===== src/rtl/fcd_pkg.sv =====
package fcd_pkg;
  typedef enum logic [3:0] {
    ST_READ, ST_U1, ST_U2, ST_PSET, ST_E1, ST_E2, ST_E3,
    ST_LOAD, ST_PBUSY, ST_EBUSY, ST_SUSP
  } seq_st_e;

  localparam logic [7:0] CD_UNLK1  = 8'hAA;
  localparam logic [7:0] CD_UNLK2  = 8'h55;
  localparam logic [7:0] CD_PROG   = 8'hA0;
  localparam logic [7:0] CD_ERSET  = 8'h80;
  localparam logic [7:0] CD_SECT   = 8'h30;
  localparam logic [7:0] CD_SUSP   = 8'hB0;
endpackage


===== src/rtl/fcd_bus_cap.sv =====
module fcd_bus_cap #(
  parameter int AW = 11,
  parameter int DW = 8
) (
  input  logic          clk,
  input  logic          rst_n,
  input  logic          we_n,
  input  logic          ce_n,
  input  logic [AW-1:0] addr,
  input  logic [DW-1:0] wdata,
  output logic          wr_act,
  output logic          cyc_v,
  output logic [AW-1:0] cyc_addr,
  output logic [DW-1:0] cyc_data
);
  logic          act_q;
  logic [AW-1:0] addr_lat;

  assign wr_act = !we_n && !ce_n;

  always_ff @(posedge clk or negedge rst_n) begin
    if (!rst_n) begin
      act_q    <= 1'b0;
      addr_lat <= '0;
      cyc_v    <= 1'b0;
      cyc_addr <= '0;
      cyc_data <= '0;
    end else begin
      act_q <= wr_act;
      cyc_v <= act_q && !wr_act;
      if (wr_act && !act_q) addr_lat <= addr;   // later falling strobe
      if (act_q && !wr_act) begin               // earlier rising strobe
        cyc_addr <= addr_lat;
        cyc_data <= wdata;
      end
    end
  end
endmodule


===== src/rtl/fcd_engine.sv =====
module fcd_engine #(
  parameter int PROG_CYC  = 40,
  parameter int ERASE_CYC = 60
) (
  input  logic clk,
  input  logic rst_n,
  input  logic run_p,
  input  logic run_e,
  input  logic hold,
  output logic done
);
  localparam int MAXC = (PROG_CYC > ERASE_CYC) ? PROG_CYC : ERASE_CYC;
  localparam int CW   = $clog2(MAXC + 1);

  logic [CW-1:0] cnt;

  assign done = (run_p && cnt == CW'(PROG_CYC - 1)) ||
                (run_e && cnt == CW'(ERASE_CYC - 1));

  always_ff @(posedge clk or negedge rst_n) begin
    if (!rst_n)                        cnt <= '0;
    else if (!(run_p || run_e || hold)) cnt <= '0;
    else if (run_p || run_e)           cnt <= done ? '0 : cnt + 1'b1;
  end
endmodule


===== src/rtl/fcd_seq.sv =====
module fcd_seq
  import fcd_pkg::*;
#(
  parameter int AW      = 11,
  parameter int DW      = 8,
  parameter int NSECT   = 4,
  parameter int WIN_CYC = 24
) (
  input  logic             clk,
  input  logic             rst_n,
  input  logic             wr_act,
  input  logic             cyc_v,
  input  logic [AW-1:0]    cyc_addr,
  input  logic [DW-1:0]    cyc_data,
  input  logic             eng_done,
  output seq_st_e          state,
  output logic [NSECT-1:0] sect_mask,
  output logic [AW-1:0]    prog_addr,
  output logic [DW-1:0]    prog_data,
  output logic             win_exp
);
  localparam int SB = (NSECT > 1) ? $clog2(NSECT) : 1;
  localparam int WW = $clog2(WIN_CYC + 1);
  localparam logic [AW-1:0] A_U1 = AW'('h555);
  localparam logic [AW-1:0] A_U2 = AW'('h2AA);

  logic [WW-1:0] wcnt;
  logic [7:0]    cd;
  logic          unl1, unl2, at_u1;
  logic [SB-1:0] sect;

  assign cd      = cyc_data[7:0];
  assign at_u1   = cyc_addr == A_U1;
  assign unl1    = at_u1 && cd == CD_UNLK1;
  assign unl2    = (cyc_addr == A_U2) && cd == CD_UNLK2;
  assign sect    = cyc_addr[AW-1 -: SB];
  assign win_exp = state == ST_LOAD && !cyc_v && !wr_act && wcnt == WW'(WIN_CYC - 1);

  always_ff @(posedge clk or negedge rst_n) begin
    if (!rst_n) begin
      state <= ST_READ; sect_mask <= '0; wcnt <= '0;
      prog_addr <= '0; prog_data <= '0;
    end else begin
      case (state)
        ST_READ: begin
          sect_mask <= '0;
          if (cyc_v && unl1) state <= ST_U1;
        end
        ST_U1: if (cyc_v) state <= unl2 ? ST_U2 : ST_READ;
        ST_U2: if (cyc_v) begin
          if (at_u1 && cd == CD_PROG)       state <= ST_PSET;
          else if (at_u1 && cd == CD_ERSET) state <= ST_E1;
          else                              state <= ST_READ;
        end
        ST_PSET: if (cyc_v) begin
          prog_addr <= cyc_addr; prog_data <= cyc_data; state <= ST_PBUSY;
        end
        ST_E1: if (cyc_v) state <= unl1 ? ST_E2 : ST_READ;
        ST_E2: if (cyc_v) state <= unl2 ? ST_E3 : ST_READ;
        ST_E3: if (cyc_v) begin
          if (cd == CD_SECT) begin
            sect_mask[sect] <= 1'b1; wcnt <= '0; state <= ST_LOAD;
          end else state <= ST_READ;
        end
        ST_LOAD: begin
          if (cyc_v) begin
            if (cd == CD_SECT) begin sect_mask[sect] <= 1'b1; wcnt <= '0; end
            else if (cd == CD_SUSP) state <= ST_SUSP;
            else state <= ST_READ;
          end else if (win_exp) state <= ST_EBUSY;
          else if (!wr_act) wcnt <= wcnt + 1'b1;
        end
        ST_PBUSY: if (eng_done) state <= ST_READ;
        ST_EBUSY: begin
          if (eng_done) state <= ST_READ;
          else if (cyc_v && cd == CD_SUSP) state <= ST_SUSP;
        end
        ST_SUSP: if (cyc_v && cd == CD_SECT) state <= ST_EBUSY;
        default: state <= ST_READ;
      endcase
    end
  end
endmodule


===== src/rtl/flash_cmd_decoder.sv =====
module flash_cmd_decoder
  import fcd_pkg::*;
#(
  parameter int AW        = 11,
  parameter int DW        = 8,
  parameter int NSECT     = 4,
  parameter int WIN_CYC   = 24,
  parameter int PROG_CYC  = 40,
  parameter int ERASE_CYC = 60
) (
  input  logic             clk,
  input  logic             rst_n,
  input  logic             we_n,
  input  logic             ce_n,
  input  logic [AW-1:0]    addr,
  input  logic [DW-1:0]    wdata,
  input  logic [DW-1:0]    arr_rdata,
  output logic [AW-1:0]    arr_addr,
  output logic             arr_we,
  output logic [DW-1:0]    arr_wdata,
  output logic             ers_we,
  output logic [NSECT-1:0] ers_mask,
  output logic             busy,
  output logic             load_open,
  output logic             suspended
);
  function automatic logic [DW-1:0] clear_merge(input logic [DW-1:0] old_b,
                                                input logic [DW-1:0] new_b);
    return old_b & new_b;
  endfunction

  logic          wr_act, cyc_v, eng_done, win_exp;
  logic [AW-1:0] cyc_addr;
  logic [DW-1:0] cyc_data, prog_data;
  seq_st_e       state;

  fcd_bus_cap #(.AW(AW), .DW(DW)) cap_i (
    .clk, .rst_n, .we_n, .ce_n, .addr, .wdata,
    .wr_act, .cyc_v, .cyc_addr, .cyc_data
  );

  fcd_seq #(.AW(AW), .DW(DW), .NSECT(NSECT), .WIN_CYC(WIN_CYC)) seq_i (
    .clk, .rst_n, .wr_act, .cyc_v, .cyc_addr, .cyc_data, .eng_done,
    .state, .sect_mask(ers_mask), .prog_addr(arr_addr), .prog_data, .win_exp
  );

  fcd_engine #(.PROG_CYC(PROG_CYC), .ERASE_CYC(ERASE_CYC)) eng_i (
    .clk, .rst_n,
    .run_p(state == ST_PBUSY), .run_e(state == ST_EBUSY),
    .hold(state == ST_SUSP), .done(eng_done)
  );

  assign busy      = state == ST_PBUSY || state == ST_EBUSY;
  assign load_open = state == ST_LOAD;
  assign suspended = state == ST_SUSP;
  assign arr_we    = eng_done && state == ST_PBUSY;
  assign ers_we    = eng_done && state == ST_EBUSY;
  assign arr_wdata = clear_merge(arr_rdata, prog_data);
endmodule


===== config.mk =====
export PLATFORM = sky130hd
export DESIGN_NAME = flash_cmd_decoder
export DESIGN_NICKNAME = d
export VERILOG_FILES = /design/src/rtl/fcd_pkg.sv /design/src/rtl/fcd_bus_cap.sv /design/src/rtl/fcd_engine.sv /design/src/rtl/fcd_seq.sv /design/src/rtl/flash_cmd_decoder.sv
export SDC_FILE = /design/constraint.sdc
export NUM_CORES = 1
export LEC_CHECK = 0
export BUFFER_PORTS_ARGS = -buffer_cell sky130_fd_sc_hd__buf_2
export CAP_MARGIN = 10
export CELL_PAD_IN_SITES_DETAIL_PLACEMENT = 1
export CELL_PAD_IN_SITES_GLOBAL_PLACEMENT = 2
export CORE_MARGIN = 2
export CORE_UTILIZATION = 39
export CTS_CLUSTER_SIZE = 10
export DETAILED_ROUTE_END_ITERATION = 10
export HOLD_SLACK_MARGIN = 0.06
export PLACE_DENSITY = 0.81
export SYNTH_ARGS = -nofsm -noshare
export SYNTH_HDL_FRONTEND = slang
export SYNTH_SLANG_ARGS = --single-unit

===== constraint.sdc =====
create_clock -name clk -period 4.17 [get_ports clk]
set_input_delay 0.417 -clock clk [delete_from_list [all_inputs] [get_ports clk]]
set_output_delay 0.417 -clock clk [all_outputs]
set_load 0.05 [all_outputs]

==> impl_metrics.tcl <==
set metrics [dict create \
    status "complete, no violations" \
    vdd_drop_max_mv 0.180 \
    seq_area_frac_synth_pct 52.4 \
    rr_startpoint "seq_i.state[0]" \
    leakagePower_nw 1.86 \
    synth_cell_types 55 \
    synth_top_area_share_pct 52.4 \
    cp.depth 4 \
    r2r_setup_slack_ns 1.87 \
    synthSimpleGateAreaFrac_pct 18.8 \
    drc 0 \
    rsz0062_at_grt "false" \
    num-nets-final 378 \
    relSlewSlack_pct 27.2 \
    placed_cell_area_mm2 0.00373 \
    synthMuxAreaShare_pct 16.9 \
    grt_pass1_wl_um 13700 \
    cp_top_family "flip-flops" \
    grt_pass1_vias 2578 \
    die-area_mm2 0.00934 \
    path_class "reg2out" \
    cts_tree "built" \
    synth-async-reset-ratio_pct 100 \
    post-route-period-util_pct 62.1 \
    start_util_pct 40.5 \
    synthTopCellsByArea "dfrtp_1 52%, mux2_2 16%, o21ai_0 2.2%" \
    vias 2499 \
    portBuffers 58 \
    endpoint_kind "output pin" \
    cp.arrival_ns 2.17 \
    skew_ns 0.00699 \
    syn2layout_area_growth_pct 16.7 \
    critPathLaunchType "flip-flop" \
    synth_top_family_by_area "simple AND/OR/NAND/NOR gates" \
    antenna_found_initial 0 \
    tns_ns 0 \
    grt-ovfl-total 0 \
    placementRows 33 \
    power_density_mw_per_mm2 392 \
    core_area_mm2 0.00826 \
    die_y_um 96.6 \
    htreeDepth 3 \
    grtUsageTotal_pct 18.3 \
    finalHoldViolCount 0 \
    clockBufferDepth 2 \
    final_common_cell "dfrtp_1" \
    synthAdderAreaFrac_pct 0.748 \
    syn_area_per_cell_um2 11.7 \
    max_clock_freq_mhz 386 \
    endpoint "arr_we" \
    ios 59 \
    clock-sinks 70 \
    clk_pin_slew_worst_paths_ns 0.08 \
    clockRootBuffer "clkbuf_8" \
    vias_per_cell 5.49 \
    crit_chain "and4b_1, o211ai_2, nor4_1, buf_2" \
    hpwl_um 5540 \
    finish.instance_area_mm2 0.00391 \
    slowest_delay_ns 0.81 \
    yosysWarnings 0 \
    syn_area_mm2 0.00335 \
    finalMaxSlewViolations 0 \
    n_antenna_cell 0 \
    synth_compound_area_share_pct 7.85 \
    gp_congestion 0.807 \
    grt_max_degree 71 \
    insertion_delay_ns 0.35 \
    synth_edf_count 0 \
    tightestPinTransition_ns 1.09 \
    path_buf_inv 1 \
    drive_gt1_share_pct 38.6 \
    cts_setup_buffers 0 \
    worst-r2r-cell-count 3 \
    yosys_register_bits 70 \
    fin_crit_ns 2.59 \
    die_x_um 96.6 \
    synthXorXnorAreaFrac_pct 1.05 \
    drt_iter0_markers 117 \
    dr.pass1.iters 4 \
    r2r-end "seq_i.prog_addr[5]" \
    holdBufCountCts 0 \
    ctsResizeCount 0 \
    finalSetupViolations 0 \
    layout_common_cells "70 x dfrtp_1, 58 x buf_2, 48 x mux2_2" \
    wl_per_cell_um 17.5 \
    cts_inserted_buffers 9 \
    cp-startpoint "seq_i.state[0]" \
    synth_cells 285 \
    ys.flop_type "dfrtp_1" \
    slowest_stage "dfrtp_1" \
    hp-class "in2async" \
    drv_cap 0 \
    drt-total-wl_um 7980 \
    synth_area_leader_cell "dfrtp_1" \
    worst-path-max-fanout 19 \
    syn-num-nets 318 \
    cp.required_ns 3.75 \
    ant_nets 0 \
]
==> routing by layer <==
layer / wire length, um / up-vias / global-route usage [%]
li1: - / 1158 / -
met1: 3720 / 1283 / 25.0
met2: 3810 / 45 / 28.8
met3: 272 / 13 / 3.25
met4: 173 / 0 / 7.37
met5: 0 / - / 0
==> layout make-up <==
type / count / area [um^2]
repair buffers: 60 / 305
clock inverters: 6 / 46.3
inverters: 7 / 26.3
multi-input cells: 197 / 1520
flip-flops and latches: 70 / 1750
clock buffers: 10 / 128
fillers: 930 / 4350
well taps: 105 / 131
==> state kept, by name, indices dropped and copies added, names as in the netlist <==
name and cells:
cap_i.cyc_data 8, cap_i.act_q 1, cap_i.cyc_addr 11, seq_i.prog_data 8, seq_i.prog_addr 11, seq_i.sect_mask 4
cap_i.addr_lat 11, seq_i.wcnt 5, seq_i.state 4, cap_i.cyc_v 1, eng_i.cnt 6
==> how the worst min path moves through the flow <==
stage	startpoint	end	slack [ns]	depth (start not counted)
after global placement	seq_i.prog_addr[10]	seq_i.prog_addr[10]	0.48	2
after CTS	wdata[5]	cap_i.cyc_data[5]	0.27	2
final	rst_n	eng_i.cnt[2]	0.27	2
after detailed placement	seq_i.sect_mask[0]	seq_i.sect_mask[0]	0.49	2
after floorplan	rst_n	cap_i.act_q	0.12	0
after global routing	addr[3]	cap_i.addr_lat[3]	0.28	2
==> stage by stage <==
stage | hold slack, ns | std cells | util [%] | power [W] | setup WS (ns)
after floorplan | 0.121 | 285 | - | 0.000967 | 1.33
after global placement | 0.479 | 439 | 45.2 | 0.00104 | 1.93
after detailed placement | 0.487 | 439 | 45.2 | 0.00105 | 1.90
after CTS | 0.272 | 455 | 47.3 | 0.00156 | 1.55
after global routing | 0.281 | 455 | 47.3 | 0.00162 | 1.34
final | 0.266 | 455 | 47.3 | 0.00153 | 1.58
==> worst register-to-register path: cells and delay by family, from the launching register on <==
family,cells,cell delay (ns)
flip-flops,1,0.81
buffers and inverters,1,0.42
AND/OR/NAND/NOR,1,0.68
multiplexers,1,0.28
==> synth_stat cells, drive strengths merged (3+ instances only) <==
cell type  number
and3            3
mux2           49
a21oi          10
and4b           3
nand4           5
inv             6
nand3           8
buf             7
nor2           18
and2            9
nor3            6
a31oi           3
nor4b           4
o21ai          18
and3b           3
nand4b          3
nor4            4
nand2          19
dfrtp          70
clkbuf          4
==> power by group <==
| group | total [W] | internal (W) | leakage (nW) | switching (W) |
|---|---|---|---|---|
| Combinational | 0.000186 | 0.000106 | 0.871 | 0.0000805 |
| Sequential | 0.000847 | 0.000748 | 0.908 | 0.0000991 |
| Clock | 0.000499 | 0.000220 | 0.0833 | 0.000279 |
| Total | 0.00153 | 0.00107 | 1.86 | 0.000459 |
==> cells by family after synthesis <==
group	Yosys count
multiplexers	50
buffers and inverters	18
adder cells (fa/ha/maj)	2
AO/OA/AOI/OAI	42
flip-flops	70
AND/OR/NAND/NOR	99
XOR/XNOR	4
Power figures use the tool's default switching activity.
